**config.mk**
```make
export PLATFORM = sky130hd
export DESIGN_NAME = simt_reconv_stack
export DESIGN_NICKNAME = d
export VERILOG_FILES = /design/src/rtl/simt_div_pkg.sv /design/src/rtl/simt_div_decode.sv /design/src/rtl/simt_div_eval.sv /design/src/rtl/simt_div_stack.sv /design/src/rtl/simt_reconv_stack.sv
export SDC_FILE = /design/constraint.sdc
export NUM_CORES = 2
export LEC_CHECK = 0
export ABC_CLOCK_PERIOD_IN_PS = 39300
export BUFFER_PORTS_ARGS = -buffer_cell sky130_fd_sc_hd__buf_4
export CAP_MARGIN = 20
export CORE_UTILIZATION = 35
export CTS_BUF_LIST = sky130_fd_sc_hd__clkbuf_2 sky130_fd_sc_hd__clkbuf_4 sky130_fd_sc_hd__clkbuf_8
export DETAILED_ROUTE_END_ITERATION = 10
export PLACE_DENSITY = 0.47
export SETUP_SLACK_MARGIN = 0.15
export SLEW_MARGIN = 5
export SYNTH_ARGS = -nofsm -noshare
export SYNTH_HDL_FRONTEND = slang
export SYNTH_SLANG_ARGS = --single-unit
```
**constraint.sdc**
```tcl
create_clock -name clk -period 39.3 [get_ports clk]
set_input_delay 7.86 -clock clk [delete_from_list [all_inputs] [get_ports clk]]
set_output_delay 7.86 -clock clk [all_outputs]
set_load 0.02 [all_outputs]
```
**src/rtl/simt_div_pkg.sv**
```systemverilog
package simt_div_pkg;

   typedef enum logic [1:0] {
      ACT_NONE   = 2'd0,
      ACT_BRANCH = 2'd1,
      ACT_ELSE   = 2'd2,
      ACT_JOIN   = 2'd3
   } div_act_e;

   function automatic div_act_e pick_action(input logic br, input logic el, input logic jn);
      if (jn)      return ACT_JOIN;
      else if (el) return ACT_ELSE;
      else if (br) return ACT_BRANCH;
      else         return ACT_NONE;
   endfunction

endpackage

```
**src/rtl/simt_div_decode.sv**
```systemverilog
module simt_div_decode
   import simt_div_pkg::*;
(
   input  logic     br_i,
   input  logic     else_i,
   input  logic     join_i,
   output div_act_e act_o
);
   always_comb act_o = pick_action(br_i, else_i, join_i);
endmodule

```
**src/rtl/simt_div_eval.sv**
```systemverilog
module simt_div_eval #(
   parameter int LANES = 32
) (
   input  logic [LANES-1:0] active_i,
   input  logic [LANES-1:0] pred_i,
   output logic [LANES-1:0] take_mask_o,
   output logic [LANES-1:0] fall_mask_o,
   output logic             none_take_o,
   output logic             all_take_o,
   output logic             split_o
);
   for (genvar l = 0; l < LANES; l++) begin : g_lane
      assign take_mask_o[l] = active_i[l] &  pred_i[l];
      assign fall_mask_o[l] = active_i[l] & ~pred_i[l];
   end

   assign none_take_o = ~|take_mask_o;
   assign all_take_o  = ~|fall_mask_o;
   assign split_o     = ~none_take_o & ~all_take_o;
endmodule

```
**src/rtl/simt_div_stack.sv**
```systemverilog
module simt_div_stack #(
   parameter int LANES = 32,
   parameter int DEPTH = 8,
   parameter int PC_W  = 32
) (
   input  logic             clk,
   input  logic             rst_n,
   input  logic             push_i,
   input  logic             pop_i,
   input  logic [LANES-1:0] save_mask_i,
   input  logic [LANES-1:0] alt_mask_i,
   input  logic [PC_W-1:0]  alt_pc_i,
   input  logic [PC_W-1:0]  rejoin_pc_i,
   output logic [LANES-1:0] top_save_mask_o,
   output logic [LANES-1:0] top_alt_mask_o,
   output logic [PC_W-1:0]  top_alt_pc_o,
   output logic [PC_W-1:0]  top_rejoin_pc_o,
   output logic             full_o,
   output logic             empty_o
);
   localparam int CNT_W = $clog2(DEPTH + 1);

   logic [CNT_W-1:0] fill_q;
   logic [LANES-1:0] save_mask_q [DEPTH];
   logic [LANES-1:0] alt_mask_q  [DEPTH];
   logic [PC_W-1:0]  alt_pc_q    [DEPTH];
   logic [PC_W-1:0]  rejoin_pc_q [DEPTH];

   assign full_o  = (fill_q == CNT_W'(DEPTH));
   assign empty_o = (fill_q == '0);

   always_ff @(posedge clk) begin
      if (!rst_n)
         fill_q <= '0;
      else if (push_i && !full_o)
         fill_q <= fill_q + 1'b1;
      else if (pop_i && !empty_o)
         fill_q <= fill_q - 1'b1;
   end

   for (genvar e = 0; e < DEPTH; e++) begin : g_entry
      always_ff @(posedge clk) begin
         if (!rst_n) begin
            save_mask_q[e] <= '0;
            alt_mask_q[e]  <= '0;
            alt_pc_q[e]    <= '0;
            rejoin_pc_q[e] <= '0;
         end else if (push_i && !full_o && fill_q == CNT_W'(e)) begin
            save_mask_q[e] <= save_mask_i;
            alt_mask_q[e]  <= alt_mask_i;
            alt_pc_q[e]    <= alt_pc_i;
            rejoin_pc_q[e] <= rejoin_pc_i;
         end
      end
   end

   always_comb begin
      top_save_mask_o = '0;
      top_alt_mask_o  = '0;
      top_alt_pc_o    = '0;
      top_rejoin_pc_o = '0;
      for (int e = 0; e < DEPTH; e++) begin
         if (fill_q == CNT_W'(e + 1)) begin
            top_save_mask_o = save_mask_q[e];
            top_alt_mask_o  = alt_mask_q[e];
            top_alt_pc_o    = alt_pc_q[e];
            top_rejoin_pc_o = rejoin_pc_q[e];
         end
      end
   end
endmodule

```
**src/rtl/simt_reconv_stack.sv**
```systemverilog
module simt_reconv_stack
   import simt_div_pkg::*;
#(
   parameter int LANES = 32,
   parameter int DEPTH = 8,
   parameter int PC_W  = 32
) (
   input  logic             clk,
   input  logic             rst_n,
   input  logic             op_branch,
   input  logic             op_else,
   input  logic             op_join,
   input  logic [LANES-1:0] lane_pred,
   input  logic [PC_W-1:0]  target_pc,
   input  logic [PC_W-1:0]  fallthru_pc,
   input  logic [PC_W-1:0]  join_pc,
   output logic [LANES-1:0] active_mask,
   output logic             redirect,
   output logic [PC_W-1:0]  redirect_pc,
   output logic             err_overflow,
   output logic             err_underflow
);
   if (LANES < 2) begin : g_bad_lanes
      $error("simt_reconv_stack: LANES must be at least 2");
   end
   if (DEPTH < 1) begin : g_bad_depth
      $error("simt_reconv_stack: DEPTH must be at least 1");
   end
   if (PC_W < 2) begin : g_bad_pcw
      $error("simt_reconv_stack: PC_W must be at least 2");
   end

   div_act_e         act;
   logic [LANES-1:0] take_mask, fall_mask;
   logic             none_take, all_take, split;
   logic             do_push, do_pop;
   logic [LANES-1:0] top_save, top_alt;
   logic [PC_W-1:0]  top_alt_pc, top_join_pc;
   logic             stk_full, stk_empty;

   simt_div_decode u_dec (
      .br_i   (op_branch),
      .else_i (op_else),
      .join_i (op_join),
      .act_o  (act)
   );

   simt_div_eval #(.LANES(LANES)) u_eval (
      .active_i    (active_mask),
      .pred_i      (lane_pred),
      .take_mask_o (take_mask),
      .fall_mask_o (fall_mask),
      .none_take_o (none_take),
      .all_take_o  (all_take),
      .split_o     (split)
   );

   assign do_push = (act == ACT_BRANCH) && split && !stk_full;
   assign do_pop  = (act == ACT_JOIN) && !stk_empty;

   simt_div_stack #(.LANES(LANES), .DEPTH(DEPTH), .PC_W(PC_W)) u_stk (
      .clk             (clk),
      .rst_n           (rst_n),
      .push_i          (do_push),
      .pop_i           (do_pop),
      .save_mask_i     (active_mask),
      .alt_mask_i      (fall_mask),
      .alt_pc_i        (fallthru_pc),
      .rejoin_pc_i     (join_pc),
      .top_save_mask_o (top_save),
      .top_alt_mask_o  (top_alt),
      .top_alt_pc_o    (top_alt_pc),
      .top_rejoin_pc_o (top_join_pc),
      .full_o          (stk_full),
      .empty_o         (stk_empty)
   );

   always_ff @(posedge clk) begin
      if (!rst_n) begin
         active_mask   <= '1;
         redirect      <= 1'b0;
         redirect_pc   <= '0;
         err_overflow  <= 1'b0;
         err_underflow <= 1'b0;
      end else begin
         redirect <= 1'b0;
         unique case (act)
            ACT_JOIN: begin
               if (stk_empty) begin
                  err_underflow <= 1'b1;
               end else begin
                  active_mask <= top_save;
                  redirect    <= 1'b1;
                  redirect_pc <= top_join_pc;
               end
            end
            ACT_ELSE: begin
               if (!stk_empty) begin
                  active_mask <= top_alt;
                  redirect    <= 1'b1;
                  redirect_pc <= top_alt_pc;
               end
            end
            ACT_BRANCH: begin
               if (none_take) begin
                  redirect    <= 1'b1;
                  redirect_pc <= fallthru_pc;
               end else if (all_take) begin
                  redirect    <= 1'b1;
                  redirect_pc <= target_pc;
               end else if (stk_full) begin
                  err_overflow <= 1'b1;
               end else begin
                  active_mask <= take_mask;
                  redirect    <= 1'b1;
                  redirect_pc <= target_pc;
               end
            end
            default: ;
         endcase
      end
   end
endmodule

```
* After elaboration in Yosys (flattened, before gate mapping) *
Memory sizes are Yosys's and may differ from the RTL's.
Cells that the tools add are included.

storage, ports and cells
  register bits after elaboration = 71
  memory bits (writable) = 1024
  output and inout bits = 67
  word-level logic and storage cells = 294
  memories = 4

operators by class
  add/subtract/negate cells = 2
  eq/ne operators = 17
  multiplexer cells = 111
  bitwise gates (word level) = 129
  reductions and logical operators = 25

memories
  memory             depth  width  rd ports  clocked after Yosys merged registers in  write ports  line                  source
  u_stk.alt_mask_q   8      32     8         0                                        8            simt_div_stack.sv:25  logic [LANES-1:0] alt_mask_q [DEPTH];
  u_stk.alt_pc_q     8      32     8         0                                        8            simt_div_stack.sv:26  logic [PC_W-1:0] alt_pc_q [DEPTH];
  u_stk.rejoin_pc_q  8      32     8         0                                        8            simt_div_stack.sv:27  logic [PC_W-1:0] rejoin_pc_q [DEPTH];
  u_stk.save_mask_q  8      32     8         0                                        8            simt_div_stack.sv:24  logic [LANES-1:0] save_mask_q [DEPTH];

operator list
  kind                   count
  $mux W32               74
  $pmux W32 S3           2
  $and A1 B1 Y1          65
  $reduce_or A32 Y1      2
  $not A1 Y1             32
  $or A1 B1 Y1           32
  $mux W1                30
  $eq A4 B3 Y1 const B   4
  $logic_and A1 B1 Y1    13
  $eq A4 B2 Y1 const B   2
  $mux W4                2
  $reduce_and A4 Y1      2
  $ne A2 B2 Y1 const B   3
  $reduce_and A6 Y1      1
  $add A4 B1 Y4 const B  1
  $eq A2 B2 Y1 const B   2
  $eq A4 B1 Y1 const B   1
  $eq A4 B4 Y1 const B   1
  $logic_not A4 Y1       1
  $mux W2                2
  $ne A2 B1 Y1 const B   2
  $ne A4 B4 Y1 const B   1
  $sub A4 B1 Y4 const B  1
  $reduce_bool A3 Y1     1
  6 further kinds        7

* Longest topological paths before layout *
  depth in word-level cells = 12
  gate-level depth with buffers = 12
  mapped depth without buffers = 10

* By module *
Synthesis repeated with hierarchy kept, for this count alone.

second synthesis, totals
  cell total of the unflattened synthesis = 3859
  area, all modules = 50115.6 um^2

by module, submodules not included
  module             instances  cells each  area each (um^2)
  simt_div_stack     1          3317        45396.0
  simt_reconv_stack  1          450         4103.9
  simt_div_eval      1          89          598.1
  simt_div_decode    1          3           17.5

* Worst setup path before layout *
OpenSTA, ideal clock, no wires.

  kind = input-to-reg
  from = input op_else
  to = memory u_stk.alt_mask_q[1][0] (netlist: u_stk.alt_mask_q[0][32]), enable pin
  library setup time = 0.792 ns
  arrival time = 18.314 ns
  data required time = 38.508 ns
  path slack = 20.193 ns
  stages = 9
  path buffers = 3
  path through = or2_2 > inv_1 > ha_1 > clkbuf_1 > nand2_1 > or3_1 > buf_6 > buf_2 > o21ai_0

RTL lines
  element             line                     source
  start: declaration  simt_reconv_stack.sv:11  input logic op_else,
  end: declaration    simt_div_stack.sv:25

* Worst setup path in the final report *
  from = input op_else
  to = register active_mask[10]

between the ends
  longest elaborated chain between the ends = 5
  elaborated cells between the ends (all ways) = 13
  those cells by class = 8 x eq/ne; 3 x mux; 2 x reduce/logical

RTL lines
  element                                               line                      source
  $mux W2 *                                             simt_div_pkg.sv:12        else if (el) return ACT_ELSE;
  $mux W2 *                                             simt_div_pkg.sv:11        if (jn) return ACT_JOIN;
  $eq A2 B1 Y1 or $eq A2 B2 Y1 (tied branches)          simt_reconv_stack.sv:87   unique case (act)
  $ne A2 B2 Y1 (no line), or another cell as far along  n/a
  $reduce_and A6 Y1 (no line)                           n/a
  end signal: assignment                                simt_reconv_stack.sv:92   active_mask <= top_save;
  end signal: assignment                                simt_reconv_stack.sv:99   active_mask <= top_alt;
  end signal: assignment                                simt_reconv_stack.sv:114  active_mask <= take_mask;
  end: declaration                                      simt_reconv_stack.sv:17   output logic [LANES-1:0] active_mask,

Mark *: on every way between the ends. The rest lies on a longest branch, timed or not.
A chain may end at the register's enable or synchronous reset.

==> qor.csv <==
stage,metric,value,unit
placed_design,dp_cells,5753,
drt,viasPerCell,5.66,
placed_design,placed_cell_area,52400,µm²
drt,vias,34600,
worst_setup_path,worst_path_dominant_cell_family,buffers and inverters,
layout,multi_input_area,15600,µm²
worst_setup_path,critPathKind,input pin to flop,
logic_synthesis,ys_types,59,
clocking,cts_buffers,196,
logic_synthesis,syn_inst,3969,
drt,drc,0,
placed_design,dpl.hpwl,100000,µm
clocking,clock_latency,0.94,ns
worst_setup_path,endpoint_kind,flop,
logic_synthesis,syn_nets,4110,
timing,setup_ws,27.84,ns
worst_setup_path,cp_max_fo,43,
timing,finalHoldViolations,0,
drt,drt_iter0_drc,3782,
job,max-cap-violations,0,
timing,slew_headroom,21.5,%
logic_synthesis,synth_warnings,0,
logic_synthesis,ys_seq_area_share,65.4,%
logic_synthesis,async_flop_share,0,%
timing,rsz0062_at_grt,no,
clocking,clock-root-buffer,clkbuf_8,
power,power.density,60.2,nW/µm²
grt,grt_max_degree,71,
worst_setup_path,slowest_stage,nand2b_2,
layout,layout-drive-gt1-share,17.0,%
die,core,139000,µm²
drt,wl_per_cell,29.9,µm
layout,register_area,32200,µm²
logic_synthesis,synth_top_area_share,62.6,%
worst_setup_path,max_stage_delay,1.04,ns
timing,finalCriticalPeriod,11.46,ns
layout,finalNonFillerCells,6112,
layout,design_area,56300,µm²
grt,track_usage,25.5,%
power,power,3.38,mW
clocking,path_clk_slew,0.06,ns
min_path,hold_path_class,flop to flop,
clocking,clock_sinks,1095,
timing,setup_viol,0,
clocking,cts_setup_buffers,0,
status,run_status,"finished, final reports clean",
die,die_height,377,µm
grt,antenna_found_initial,13,
layout,utilization,40.4,%
clocking,htree_num_levels,4,
timing,report.final.slew_viol_count,0,
timing,worstMarginPinSlew,1.18,ns
layout,nNetsFinal,4216,
placed_design,dp_slack,26.92,ns
placed_design,portBuffers,199,
logic_synthesis,syn_area_per_cell,12.4,µm²
die,dieArea,142000,µm²
grt,grt_pass1_vias,34600,
timing,max_freq,0.0872,GHz
timing,hold_ws,0.505,ns
die,pin_count,200,
logic_synthesis,yosysTopAreaCell,edfxtp_1,
logic_synthesis,synth_edf_count,1024,
power,max-vdd-ir-drop,0.0375,mV
die,die_width,377,µm
drt,ant_nets,0,
placed_design,place.gp.congestion,0.802,
logic_synthesis,ys_top_cells_by_area,"edfxtp_1 (63%), and2_1 (9.8%), dfxtp_1 (2.9%)",
clocking,ctsHoldBuffers,0,
drt,firstDrtPassIters,5,
logic_synthesis,ys.flop_type,edfxtp_1,
logic_synthesis,ys_seq_elements,1095,
timing,finalSetupTns,0,ns
clocking,cts_tree,yes,
power,leakage,20.2,nW
timing,clock_skew,0.0421,ns
worst_setup_path,cp_data_arrival_time,12.21,ns
layout,synthToLayoutAreaGrowth,14.5,%
logic_synthesis,synth_area,49200,µm²
worst_setup_path,crit_required,40.05,ns
timing,period_share,29.2,%
grt,grt-ovfl-total,0,
grt,grt_pass1_wl,260000,µm
clocking,clock_path_buffers,3,
layout,fill_cells,13100,
die,rows,137,
clocking,ctsResizeCount,0,
worst_setup_path,worstPathCellList,"buf_4, or2_2, inv_1, ha_2, buf_4, inv_1, a31oi_1, nand2b_2, o221ai_1",
worst_setup_path,startpoint_type,input pin,
worst_setup_path,worst-path-buf-inv,4,
die,start_util,35.3,%
drt,drt_wl_total,183000,µm
flip-flops by register name, indices dropped and copies added, names as in the netlist:
name               cells
active_mask           32
err_overflow           1
err_underflow          1
redirect               1
redirect_pc           32
u_stk.alt_mask_q     256
u_stk.alt_pc_q       256
u_stk.fill_q           4
u_stk.rejoin_pc_q    256
u_stk.save_mask_q    256
area by class of cell:
cell class                      instances  share of cell area, %
Clock inverter                         60                  0.578
Tap cell                             1876                   4.17
Multi-Input combinational cell       2474                   27.7
Clock buffer                          296                   6.26
Sequential cell                      1095                   57.2
Antenna cell                            3                 0.0133
Timing Repair Buffer                  295                   3.96
Inverter                               13                 0.0867
cells in the mapped netlist (6+ instances only):
master and instances:
edfxtp_1 1024, and2_1 773, nor2_1 340, clkbuf_1 284, o21ai_0 219, nand2_1 207, a221oi_1 154, a221o_1 85
buf_2 79, o221ai_1 77, o22ai_1 77, dfxtp_1 71, nand3_1 69, a22oi_1 59, a21oi_1 58, nand2b_1 37
nand4_1 34, mux2i_1 32, nor2_4 30, a31oi_1 29, o21a_1 28, nor3_1 26, a22o_1 21, o211ai_1 20
o221a_2 19, buf_1 16, inv_1 11, a41o_1 10, a2bb2oi_1 9, ha_1 8, nor3_4 6
kinds of logic after synthesis:
| family | after synthesis | share of synthesized area, % |
|---|---|---|
| compound gates | 877 | 13.0 |
| fa+ha+maj | 8 | 0.204 |
| buf+inv | 400 | 3.37 |
| flops | 1095 | 65.4 |
| mux | 35 | 0.720 |
| simple gates | 1554 | 17.3 |
worst paths after layout:
check / endpoint / depth (start not counted) / slack [ns] / from
worst min register to register: err_underflow$_SDFFE_PN0P_ / 2 / 0.51 / err_underflow$_SDFFE_PN0P_
worst min-delay path: err_underflow$_SDFFE_PN0P_ / 2 / 0.51 / err_underflow$_SDFFE_PN0P_
worst max-delay path: active_mask[10]$_SDFFE_PN1P_ / 9 / 27.84 / op_else
worst max register to register: redirect_pc[29]$_SDFFE_PN0P_ / 9 / 33.90 / u_stk.fill_q[1]$_SDFFE_PN0P_
routing by layer:
| metal | share of wire, % | up-vias | track usage, % |
|---|---|---|---|
| met3 | 6.8 | 290 | 4.67 |
| li1 | - | 15000 | - |
| met5 | 0.0098 | - | 0 |
| met2 | 46 | 1414 | 40.6 |
| met1 | 44 | 17900 | 35.4 |
| met4 | 2.4 | 4 | 7.72 |
worst register-to-register path, delay by kind of cell, from the launching register on:
kind,cells,cell delay (ns)
fa+ha+maj,1,0.60
flops,1,0.50
simple gates,3,1.23
compound gates,2,0.95
buf+inv,3,2.04
report_power, final:
group,internal [mW],switching [mW]
Combinational,0.247,0.598
Clock,0.571,0.497
Sequential,1.37,0.101
Total,2.19,1.20
layout by cell type (no fill, tap or decap), drive strengths merged, types with 4 or more instances in the layout:
cell and n:
or3 4, o221a 19, o21a 28, buf 295, a221o 85, nand2b 37
dfxtp 71, nor3 34, o221ai 77, clkbuf 296, nor2 371, a221oi 154
a22o 21, ha 8, nand3 69, o211ai 20, a41o 10, inv 17
a2bb2oi 9, nor4 4, a21oi 58, mux2i 32, nand4 34, nand2 207
a22oi 59, a31oi 29, clkinvlp 4, edfxtp 1024, o21ai 223, o22ai 77
and2 774, and3b 4, clkinv 52
Note: power is estimated with default switching activity, not from simulation.
